===== src/rtl/irqc_pkg.sv =====
// Shared types and field positions for the interrupt controller register front end.
// Assumes an 8-bit host data bus and eight request lines.
package irqc_pkg;
    typedef enum logic [1:0] {
        PH_IDLE = 2'd0,
        PH_BASE = 2'd1,
        PH_CASC = 2'd2,
        PH_MODE = 2'd3
    } init_phase_e;

    localparam int BIT_INIT   = 4;
    localparam int BIT_MODEW  = 3;
    localparam int BIT_POLL   = 2;
    localparam int BIT_SELEN  = 1;
    localparam int BIT_SEL    = 0;
    localparam int BIT_SMMEN  = 6;
    localparam int BIT_SMM    = 5;
    localparam int BIT_FOUR   = 0;
    localparam int BIT_NEST   = 4;
    localparam int BIT_AEOI   = 1;
    localparam int BIT_ROT    = 7;

    localparam logic [2:0] CODE_ROT_CLR = 3'd0;
    localparam logic [2:0] CODE_NOP     = 3'd2;
    localparam logic [2:0] CODE_ROT_SET = 3'd4;
endpackage


===== src/rtl/irqc_op_decode.sv =====
// Decodes host writes at address 0 and holds the mode-word state.
// Assumes wr_en and rd_en are never high together.
module irqc_op_decode
    import irqc_pkg::*;
#(
    parameter int DATA_W = 8,
    parameter int LINE_W = 3
) (
    input  logic              clk,
    input  logic              rst_n,
    input  logic              reg_addr,
    input  logic              wr_en,
    input  logic [DATA_W-1:0] wdata,
    input  logic              poll_taken,
    output logic              icw_start,
    output logic              data_wr,
    output logic              rot_aeoi_en,
    output logic              spec_mask_en,
    output logic              rd_isr_sel,
    output logic              poll_armed,
    output logic              cmd_stb,
    output logic [2:0]        cmd_code,
    output logic [LINE_W-1:0] cmd_level
);
    localparam int CODE_LSB = DATA_W - 3;

    logic ctrl_wr, mode_wr, cmd_wr;

    // Classify the write by address and the two type bits.
    always_comb begin
        ctrl_wr   = wr_en && !reg_addr;
        icw_start = ctrl_wr && wdata[BIT_INIT];
        mode_wr   = ctrl_wr && !wdata[BIT_INIT] && wdata[BIT_MODEW];
        cmd_wr    = ctrl_wr && !wdata[BIT_INIT] && !wdata[BIT_MODEW];
        data_wr   = wr_en && reg_addr;
        cmd_code  = wdata[DATA_W-1:CODE_LSB];
        cmd_level = wdata[LINE_W-1:0];
        cmd_stb   = cmd_wr && (cmd_code != CODE_ROT_CLR) && (cmd_code != CODE_ROT_SET)
                    && (cmd_code != CODE_NOP);
    end

    // Mode-word state: cleared by reset or init, updated by enabled fields.
    always_ff @(posedge clk) begin
        if (!rst_n || icw_start) begin
            rot_aeoi_en  <= 1'b0;
            spec_mask_en <= 1'b0;
            rd_isr_sel   <= 1'b0;
            poll_armed   <= 1'b0;
        end else begin
            if (mode_wr) begin
                if (wdata[BIT_POLL])  poll_armed   <= 1'b1;
                if (wdata[BIT_SELEN]) rd_isr_sel   <= wdata[BIT_SEL];
                if (wdata[BIT_SMMEN]) spec_mask_en <= wdata[BIT_SMM];
            end else if (poll_taken) begin
                poll_armed <= 1'b0;
            end
            if (cmd_wr && (cmd_code == CODE_ROT_CLR || cmd_code == CODE_ROT_SET))
                rot_aeoi_en <= wdata[BIT_ROT];
        end
    end
endmodule


===== src/rtl/irqc_init_seq.sv =====
// Four-phase initialization sequencer plus the mask register.
// Assumes icw_start and data_wr are never high together.
module irqc_init_seq
    import irqc_pkg::*;
#(
    parameter int DATA_W = 8,
    parameter int LINE_W = 3
) (
    input  logic              clk,
    input  logic              rst_n,
    input  logic              icw_start,
    input  logic              data_wr,
    input  logic [DATA_W-1:0] wdata,
    output logic [1:0]        init_phase,
    output logic [DATA_W-1:0] vec_base,
    output logic              four_word,
    output logic              sfnm_en,
    output logic              aeoi_en,
    output logic [DATA_W-1:0] mask_vec
);
    localparam logic [DATA_W-1:0] BASE_KEEP = ~DATA_W'((1 << LINE_W) - 1);

    init_phase_e phase_q;

    assign init_phase = phase_q;

    // Phase walk and configuration capture for address-1 writes.
    always_ff @(posedge clk) begin
        if (!rst_n || icw_start) begin
            phase_q   <= rst_n ? PH_BASE : PH_IDLE;
            four_word <= rst_n && wdata[BIT_FOUR];
            vec_base  <= '0;
            sfnm_en   <= 1'b0;
            aeoi_en   <= 1'b0;
            mask_vec  <= '0;
        end else if (data_wr) begin
            case (phase_q)
                PH_IDLE: mask_vec <= wdata;
                PH_BASE: begin
                    vec_base <= wdata & BASE_KEEP;
                    phase_q  <= PH_CASC;
                end
                PH_CASC: phase_q <= four_word ? PH_MODE : PH_IDLE;
                PH_MODE: begin
                    sfnm_en <= wdata[BIT_NEST];
                    aeoi_en <= wdata[BIT_AEOI];
                    phase_q <= PH_IDLE;
                end
                default: phase_q <= PH_IDLE;
            endcase
        end
    end
endmodule


===== src/rtl/irqc_read_path.sv =====
// Read-data selection and one-shot poll handling.
// Assumes pend_line is meaningful only while pend_valid is high.
module irqc_read_path #(
    parameter int DATA_W = 8,
    parameter int LINE_W = 3
) (
    input  logic              reg_addr,
    input  logic              rd_en,
    input  logic              poll_armed,
    input  logic              rd_isr_sel,
    input  logic [DATA_W-1:0] req_vec,
    input  logic [DATA_W-1:0] isr_vec,
    input  logic [DATA_W-1:0] mask_vec,
    input  logic              pend_valid,
    input  logic [LINE_W-1:0] pend_line,
    output logic [DATA_W-1:0] rdata,
    output logic              poll_taken,
    output logic              poll_clr,
    output logic [LINE_W-1:0] poll_line
);
    // Pick the returned byte and raise the poll side effects.
    always_comb begin
        poll_taken = rd_en && poll_armed;
        poll_clr   = poll_taken && pend_valid;
        poll_line  = pend_line;
        rdata      = '0;
        if (poll_taken)
            rdata = pend_valid ? DATA_W'(pend_line) : '0;
        else if (rd_en)
            rdata = reg_addr ? mask_vec : (rd_isr_sel ? isr_vec : req_vec);
    end
endmodule


===== src/rtl/irqc_regif.sv =====
// Host register front end of one interrupt controller: decodes command
// words, sequences initialization, and returns register or poll data.
// Assumes the priority core outside supplies request, in-service and pending line.
module irqc_regif #(
    parameter int DATA_W = 8,
    parameter int LINE_W = 3
) (
    input  logic              clk,
    input  logic              rst_n,
    input  logic              reg_addr,
    input  logic              wr_en,
    input  logic              rd_en,
    input  logic [DATA_W-1:0] wdata,
    output logic [DATA_W-1:0] rdata,
    input  logic [DATA_W-1:0] req_vec,
    input  logic [DATA_W-1:0] isr_vec,
    input  logic              pend_valid,
    input  logic [LINE_W-1:0] pend_line,
    output logic [DATA_W-1:0] mask_vec,
    output logic [DATA_W-1:0] vec_base,
    output logic [1:0]        init_phase,
    output logic              four_word,
    output logic              sfnm_en,
    output logic              aeoi_en,
    output logic              rot_aeoi_en,
    output logic              spec_mask_en,
    output logic              rd_isr_sel,
    output logic              poll_armed,
    output logic              init_clr,
    output logic              cmd_stb,
    output logic [2:0]        cmd_code,
    output logic [LINE_W-1:0] cmd_level,
    output logic              poll_clr,
    output logic [LINE_W-1:0] poll_line
);
    logic icw_start, data_wr, poll_taken;

    assign init_clr = icw_start;

    irqc_op_decode #(.DATA_W(DATA_W), .LINE_W(LINE_W)) u_dec (
        .clk(clk), .rst_n(rst_n), .reg_addr(reg_addr), .wr_en(wr_en), .wdata(wdata),
        .poll_taken(poll_taken), .icw_start(icw_start), .data_wr(data_wr),
        .rot_aeoi_en(rot_aeoi_en), .spec_mask_en(spec_mask_en), .rd_isr_sel(rd_isr_sel),
        .poll_armed(poll_armed), .cmd_stb(cmd_stb), .cmd_code(cmd_code), .cmd_level(cmd_level)
    );

    irqc_init_seq #(.DATA_W(DATA_W), .LINE_W(LINE_W)) u_seq (
        .clk(clk), .rst_n(rst_n), .icw_start(icw_start), .data_wr(data_wr), .wdata(wdata),
        .init_phase(init_phase), .vec_base(vec_base), .four_word(four_word),
        .sfnm_en(sfnm_en), .aeoi_en(aeoi_en), .mask_vec(mask_vec)
    );

    irqc_read_path #(.DATA_W(DATA_W), .LINE_W(LINE_W)) u_rd (
        .reg_addr(reg_addr), .rd_en(rd_en), .poll_armed(poll_armed), .rd_isr_sel(rd_isr_sel),
        .req_vec(req_vec), .isr_vec(isr_vec), .mask_vec(mask_vec),
        .pend_valid(pend_valid), .pend_line(pend_line), .rdata(rdata),
        .poll_taken(poll_taken), .poll_clr(poll_clr), .poll_line(poll_line)
    );
endmodule


===== config.mk =====
export PLATFORM = sky130hd
export DESIGN_NAME = irqc_regif
export DESIGN_NICKNAME = d
export VERILOG_FILES = /design/src/rtl/irqc_pkg.sv /design/src/rtl/irqc_op_decode.sv /design/src/rtl/irqc_init_seq.sv /design/src/rtl/irqc_read_path.sv /design/src/rtl/irqc_regif.sv
export SDC_FILE = /design/constraint.sdc
export NUM_CORES = 1
export LEC_CHECK = 0
export BUFFER_PORTS_ARGS = -buffer_cell sky130_fd_sc_hd__buf_2
export CORE_ASPECT_RATIO = 0.7
export CORE_UTILIZATION = 45
export DETAILED_ROUTE_END_ITERATION = 8
export GPL_TIMING_DRIVEN = 0
export PLACE_DENSITY = 0.84
export SKIP_CTS_REPAIR_TIMING = 1
export SYNTH_ARGS = -nofsm -noshare
export SYNTH_HDL_FRONTEND = slang
export SYNTH_SLANG_ARGS = --single-unit

===== constraint.sdc =====
create_clock -name clk -period 2 [get_ports clk]
set_clock_uncertainty 0.15 [all_clocks]
set_input_delay 0.3 -clock clk [delete_from_list [all_inputs] [get_ports clk]]
set_output_delay 0.3 -clock clk [all_outputs]
set_load 0.01 [all_outputs]

# Word level (Yosys, flattened, before mapping)
# Cells that the tools add are included.
[classes]
eq_ne = 7
mux = 13
reduce_logical = 32
[ops]
columns = ["operator", "count"]
rows = [
  ["$mux 8", 4],
  ["$reduce_and 2->1", 7],
  ["$logic_and 1x1->1", 13],
  ["$mux 2", 3],
  ["$pmux 2 s3", 1],
  ["$eq 2x2->1 const B", 2],
  ["$logic_not 1->1", 4],
  ["$mux 1", 4],
  ["$reduce_bool 2->1", 2],
  ["$reduce_bool 4->1", 1],
  ["$eq 3x3->1 const B", 1],
  ["$logic_not 3->1", 1],
  ["$mux 3", 1],
  ["$ne 3x2->1 const B", 1],
  ["$ne 3x3->1 const B", 1],
  ["$reduce_bool 3->1", 1],
  ["$eq 2x1->1 const B", 1],
  ["$logic_not 2->1", 1],
  ["$logic_or 1x1->1", 2],
  ["$ne 2x2->1 const B", 1],
]
[word_totals]
register_bits = 22
in_bits = 33
out_inout_bits = 45

# Depth between registers and ports, before layout
# Gate-level depths: netlist of the first run.
[depth]
depth_word = 7
mapped_depth = 5
depth_no_buf = 3

# Cells and area by module
# A second synthesis of the first run with hierarchy kept.
[unflattened]
cells_unflattened = 164
hier_area_um2 = 1473.9
[by_module_without_submodules]
columns = ["module", "n_inst", "cells_each", "area_per_inst_um2", "seq_area_each_um2"]
rows = [
  ["irqc_init_seq", 1, 90, 894.6, 390.4],
  ["irqc_op_decode", 1, 34, 292.8, 80.1],
  ["irqc_read_path", 1, 40, 286.5, 0.0],
]

# Worst setup path before layout of the first run
# OpenSTA, ideal clock, no wires.
[synth_path]
kind = "register to output"
from = "register u_dec.rd_isr_sel"
to = "output rdata[3]"
t_arrival_ns = 1.107
required_time_ns = 1.550
slack_ns = 0.443
stages_incl_launch_ff = 5
path_buffers = 1
cell_sequence = "dfxtp_1 > buf_2 > mux2_2 > mux2i_1 > nor2_1"
[synth_between]
elab_chain_len = 4
[synth_rtl]
columns = ["item", "line_no", "source"]
rows = [
  ["start, declared", "irqc_op_decode.sv:19", "output logic rd_isr_sel,"],
  ["start signal, assigned", "irqc_op_decode.sv:52", "if (wdata[BIT_SELEN]) rd_isr_sel <= wdata[BIT_SEL];"],
  ["$mux 8 (2 in a row)", "irqc_read_path.sv:30", "rdata = reg_addr ? mask_vec : (rd_isr_sel ? isr_vec : req_vec);"],
  ["$mux 8", "irqc_read_path.sv:29", "else if (rd_en)"],
  ["$mux 8", "irqc_read_path.sv:27", "if (poll_taken)"],
  ["end, declared", "irqc_regif.sv:14", "output logic [DATA_W-1:0] rdata,"],
]
# Every way passes these cells.

# Worst setup path after layout of the first run
[layout_path]
from = "register u_dec.rd_isr_sel"
to = "output rdata[5]"
# The elaborated chain is that of the path after synthesis.

==> results of run 1 <==
## area by class of cell
type	count	area [µm²]	share of cell area, %
tap	34	42.5	2.45
inverter	4	15.0	0.864
sequential	22	470	27.1
buffer	18	135	7.78
clock buffer	4	66.3	3.82
multi-input combinational	93	643	37.0
timing repair buffer	73	365	21.0
## power breakdown
group	internal [µW]	total (µW)	switching (µW)
sequential	464	479	14.6
combinational	103	203	100
clock	217	358	141
## cells by family (layout without fill, tap and decap cells)
group	Yosys count	in the layout	share of synthesized area [%]
other cells	1	3	0.300
buf+inv	22	99	11.5
mux	28	28	22.9
simple gates	44	44	18.7
compound gates	18	18	8.91
flops	22	22	37.6
## synth_stat cells
cell type,number,area (µm²)
a21bo_2,1,10.0
a21boi_0,1,7.51
a21oi_1,6,30.0
a22o_1,3,26.3
and2_1,1,6.26
and3_1,1,6.26
and4bb_1,1,12.5
and4bb_2,1,12.5
buf_2,4,20.0
buf_4,13,97.6
buf_6,1,11.3
conb_1,1,3.75
dfxtp_1,19,380
edfxtp_1,3,90.1
inv_1,4,15.0
mux2_2,5,56.3
mux2i_1,23,230
nand2_1,5,18.8
nand2b_1,2,12.5
nand3_1,4,20.0
nand3b_1,2,15.0
nand4_1,1,6.26
nand4b_1,1,8.76
nand4bb_1,1,11.3
nor2_1,22,82.6
nor2b_1,1,6.26
nor4b_2,1,15.0
o211ai_1,1,7.51
o21ai_0,6,30.0
## how the worst max path moves through the flow
stage,startpoint,endpoint,cells after the start
after global routing,u_dec.rd_isr_sel,rdata[2],5
after floorplan,u_dec.rd_isr_sel,rdata[3],4
after global placement,u_dec.rd_isr_sel,rdata[6],5
after detailed placement,u_dec.rd_isr_sel,rdata[5],5
final,u_dec.rd_isr_sel,rdata[5],5
after CTS,u_dec.rd_isr_sel,rdata[5],5
## registers in the layout, indices dropped and copies added, names as in the netlist
| name | cells |
|---|---|
| u_seq.sfnm_en | 1 |
| u_seq.four_word | 1 |
| u_seq.mask_vec | 8 |
| u_dec.poll_armed | 1 |
| u_dec.rot_aeoi_en | 1 |
| u_seq.aeoi_en | 1 |
| u_seq.vec_base | 5 |
| u_seq.init_phase | 2 |
| u_dec.rd_isr_sel | 1 |
| u_dec.spec_mask_en | 1 |
## worst max-delay path: stages, from the launching register on
cell	delay, ns
dfxtp_1	0.35
buf_6	0.16
mux2_2	0.34
mux2i_1	0.12
nor2_1	0.06
buf_2	0.14
## stage by stage
| stage | hold WS (ns) | setup slack, ns |
|---|---|---|
| after floorplan | 0.290 | 0.443 |
| after global placement | 0.321 | 0.315 |
| after detailed placement | 0.330 | 0.315 |
| after CTS | 0.163 | 0.0236 |
| after global routing | 0.166 | 0.0129 |
| final | 0.165 | 0.121 |
## per-layer routing
metal	wire (µm)	vias to the layer above
li1	-	611
met1	1450	559
met2	1230	56
met3	249	2
met4	4	0
met5	0	-
==> results.md, run 1 <==
- First-pass GRT wire length: 4530 µm
- Ports: 78
- Cell Area, Synth: 0.00125 mm²
- ANT cells: 0
- R2r worst-path depth: 3
- Setup crit end kind: primary output
- Core Box Area: 0.00255 mm²
- Layout cells sized above 1: 48.1%
- Clock Latency Late Sink: 0.26 ns
- Arr. time, crit path: 1.43 ns
- Seq/Total Area, Yosys: 37.6%
- DIE WIDTH: 65.0 µm
- CTS buffer count: 3
- Commonest non-fill, non-tap cells in the layout: buf_2 (76), mux2i_1 (23), nor2_1 (22), dfxtp_1 (19), buf_4 (13)
- Kind of critical path: register to primary output
- Final Power: 1040 µW
- Min Tclk post-route: 1.88 ns
- Avg Inst Size Synth: 9.26 µm²
- GR Util All Layers: 20.2%
- Die height: 46.1 µm
- Post-DP Area: 0.00167 mm²
- Min-delay src: wdata[2]
- Clk slew on worst S/H paths: 0.07 ns
- CTS Root Cell: clkbuf_8
- Number of global-route vias before repair: 1043
- Routability cong.: 0.783
- Min-Delay Path Depth: 3
- CTS tree: done
- Fill cells: 202
- Post-Place Cells: 244
- DR WL/cell: 11.8 µm
- Routed vias: 1228
- Vias per Instance: 4.95
- Max Cap Viol: 0
- Layout Nets: 248
- Hold Violations, Final: 0
- CTS max path bufs: 2
- DR pass1 iterations: 4
- CTS HTree Levels: 1
- CP required: 1.55 ns
- Post-DP HPWL: 2290 µm
- R2R Setup Slk: 0.50 ns
- Non-filler cells, final: 248
- Met1 Usage GRT: 27.1%
- IO buf count: 73
- R2R Path End: u_seq.vec_base[7]
- Row count: 15
- Syn-to-layout area delta: 39.0%
- Most common cell after layout, fill and taps aside: buf_2
- Largest net degree at the start of global routing: 14
- Leak: 0.000925 µW
- GRT overflow: 0
- TNS Setup: 0 ns
- RSZ-0062 raised after global routing: no
- Die area: 0.00300 mm²
- GR peak layer: met2
- DRC: 0
- DRT Wirelength: 2940 µm
- Synth Register Bits: 22
- CP Launch Type: register
- Fmax: 532 MHz
- Max Slew Vio Count: 0
- Global Route met2 Usage: 31.7%
- Final setup fails: 0
- Finished Cell Area: 0.00174 mm²
- Reg2reg start: u_seq.init_phase[1]
- Initial DRC count: 63
- Clk sinks: 22
- Gate Count Post-Synth: 135
- Hold Crit Class: primary input to register
- Hold EP: u_dec.poll_armed
- Post-route antenna net violation count: 0
- Fin crit share: 94.0%
- Initial Util: 49.0%
- Crit path max fanout: 9
- Netlist cell types: 29
- Initial antenna violation count: 0
- Pwr per Cell Area: 599 mW/mm²
- Synth Warn #: 0
- Worst vdd ir: 0.000483 V
- GR Util met3: 8.17%
- Finished Core Util: 68.1%
- Outcome: finished, final reports clean
No activity file was read; power rests on OpenSTA's default activity.
==> run 2, diff against run 1 <==
--- a/config.mk
+++ b/config.mk
@@ -5,13 +5,12 @@
 export SDC_FILE = /design/constraint.sdc
 export NUM_CORES = 1
 export LEC_CHECK = 0
-export BUFFER_PORTS_ARGS = -buffer_cell sky130_fd_sc_hd__buf_2
 export CORE_ASPECT_RATIO = 0.7
-export CORE_UTILIZATION = 45
+export CORE_UTILIZATION = 55
 export DETAILED_ROUTE_END_ITERATION = 8
+export DONT_BUFFER_PORTS = 1
 export GPL_TIMING_DRIVEN = 0
-export PLACE_DENSITY = 0.84
-export SKIP_CTS_REPAIR_TIMING = 1
+export PLACE_DENSITY = 0.7
 export SYNTH_ARGS = -nofsm -noshare
 export SYNTH_HDL_FRONTEND = slang
 export SYNTH_SLANG_ARGS = --single-unit
==> run 2 against run 1 <==
  * First-iteration DRC count decreased by 24%
  * Fmax is 2.0% lower
  * Wire length fell by 8.8%
  * Sequential share of layout area is 5.8 points higher
  * Largest cell class unchanged
==> results.md, run 2 (synthesis gave the netlist of run 1 again) <==
- Hold Violations, Final: 0
- Fill cells: 198
- R2R Setup Slk: 0.44 ns
- DR WL/cell: 14.7 µm
- GR Util All Layers: 22.4%
- Fmax: 521 MHz
- Critical-path top delay cell: dfxtp_1
- Hold EP: u_seq.mask_vec[2]
- Finished Core Util: 66.4%
- Clock Latency Late Sink: 0.30 ns
- Arr. time, crit path: 1.47 ns
- R2r worst-path depth: 3
- Buf/Inv on CP: 1
- CP required: 1.55 ns
- Kind of critical path: register to primary output
- Clk slew on worst S/H paths: 0.12 ns
- Clk sinks: 22
- Initial antenna violation count: 0
- DIE WIDTH: 59.0 µm
- Pwr per Cell Area: 610 mW/mm²
- Ports: 78
- CTS HTree Levels: 1
- Final Power: 872 µW
- Most common cell after layout, fill and taps aside: mux2i_1
- Min Tclk post-route: 1.92 ns
- Fin crit share: 95.9%
- Min-Delay Path Depth: 2
- First-pass GRT wire length: 4150 µm
- Crit. Startpoint: u_dec.rd_isr_sel
- Layout cells sized above 1: 20.0%
- DRC: 0
- Initial Util: 58.0%
- Max Cap Viol: 0
- Largest net degree at the start of global routing: 13
- Global Route met2 Usage: 36.6%
- IO buf count: 0
- Post-route antenna net violation count: 0
- Max FFs per register: 8
- Hold Crit Class: primary input to register
- ANT cells: 0
- DR pass1 iterations: 4
- CTS buffer count: 3
- CP top delay family: multiplexers
- CTS tree: done
- Setup repair bufs after CTS: 0
- Max Slew Vio Count: 0
- Routed vias: 995
- Hold Slack: 0.0159 ns
- Worst-path cell chain: buf_6 > mux2_2 > mux2i_1 > nor2_1
- Top reg by flops: u_seq.mask_vec
- Reg2reg start: u_seq.init_phase[1]
- Post-DP HPWL: 1970 µm
- Outcome: finished, final reports clean
- GR Util met3: 8.10%
- Met1 Usage GRT: 28.6%
- Crit-path max cell delay: 0.43 ns
- Routability cong.: 0.729
- CP Launch Type: register
- Die height: 41.9 µm
- Row count: 14
- GRT overflow: 0
- CTS max path bufs: 2
- Leak: 0.000614 µW
- Initial DRC count: 48
- Layout Nets: 184
- GR peak layer: met2
- Core Box Area: 0.00215 mm²
- CTS Root Cell: clkbuf_4
- Final setup fails: 0
- Crit path max fanout: 9
- RSZ-0062 raised after global routing: no
- DRT Wirelength: 2680 µm
- Commonest non-fill, non-tap cells in the layout: mux2i_1 (23), nor2_1 (22), dfxtp_1 (19), buf_4 (13), dlygate4sd3_1 (9)
- Number of global-route vias before repair: 881
- Min-delay src: wdata[2]
- R2R Path End: u_seq.vec_base[3]
- Vias per Instance: 5.47
- Setup crit end kind: primary output
- Worst vdd ir: 0.000398 V
- Syn-to-layout area delta: 14.4%
- TNS Setup: 0 ns
- Die area: 0.00247 mm²
==> run 2: final cells by class <==
class	instances	area [µm²]	share of cell area, %
buffer	18	135	9.45
sequential	22	470	32.9
multi-input combinational	93	643	45.0
tap	32	40.0	2.80
clock buffer	4	36.3	2.54
timing repair buffer	9	90.1	6.30
inverter	4	15.0	1.05
==> run 2: per-stage QoR <==
stage / area, µm² / worst slack [ns] / cells
after global routing: 1430 / 0.0191 / 182
after global placement: 1300 / 0.347 / 169
after floorplan: 1260 / 0.443 / 137
after detailed placement: 1300 / 0.322 / 169
final: 1430 / 0.0817 / 182
after CTS: 1430 / 0.0396 / 182
==> run 2: how the worst max path moves through the flow <==
stage	cells after the start	slack [ns]	to
final	4	0.08	rdata[5]
after floorplan	4	0.44	rdata[3]
after global routing	4	0.02	rdata[6]
after CTS	4	0.04	rdata[7]
after global placement	4	0.35	rdata[5]
after detailed placement	4	0.32	rdata[7]
==> run 2: what timing repair did <==
| action | in CTS | in global routing |
|---|---|---|
| endpoints found under the setup margin | 5 | 1 |
| hold endpoints to repair | 18 | 0 |
| hold buffers | 9 | 0 |
| gates resized for setup | 1 | 1 |
| gates cloned | 0 | 0 |
==> run 2: metal layers <==
metal  vias to the layer above  part of all wire [%]
met3                         2                   9.4
met5                         -                     0
met1                       456                    44
li1                        489                     -
met2                        48                    46
met4                         0                  0.37
==> run 2: power by group <==
group / internal [µW] / leakage, µW / switching (µW)
Clock: 111 / 0.0000210 / 132
Combinational: 71.9 / 0.000409 / 69.3
Sequential: 464 / 0.000185 / 23.9
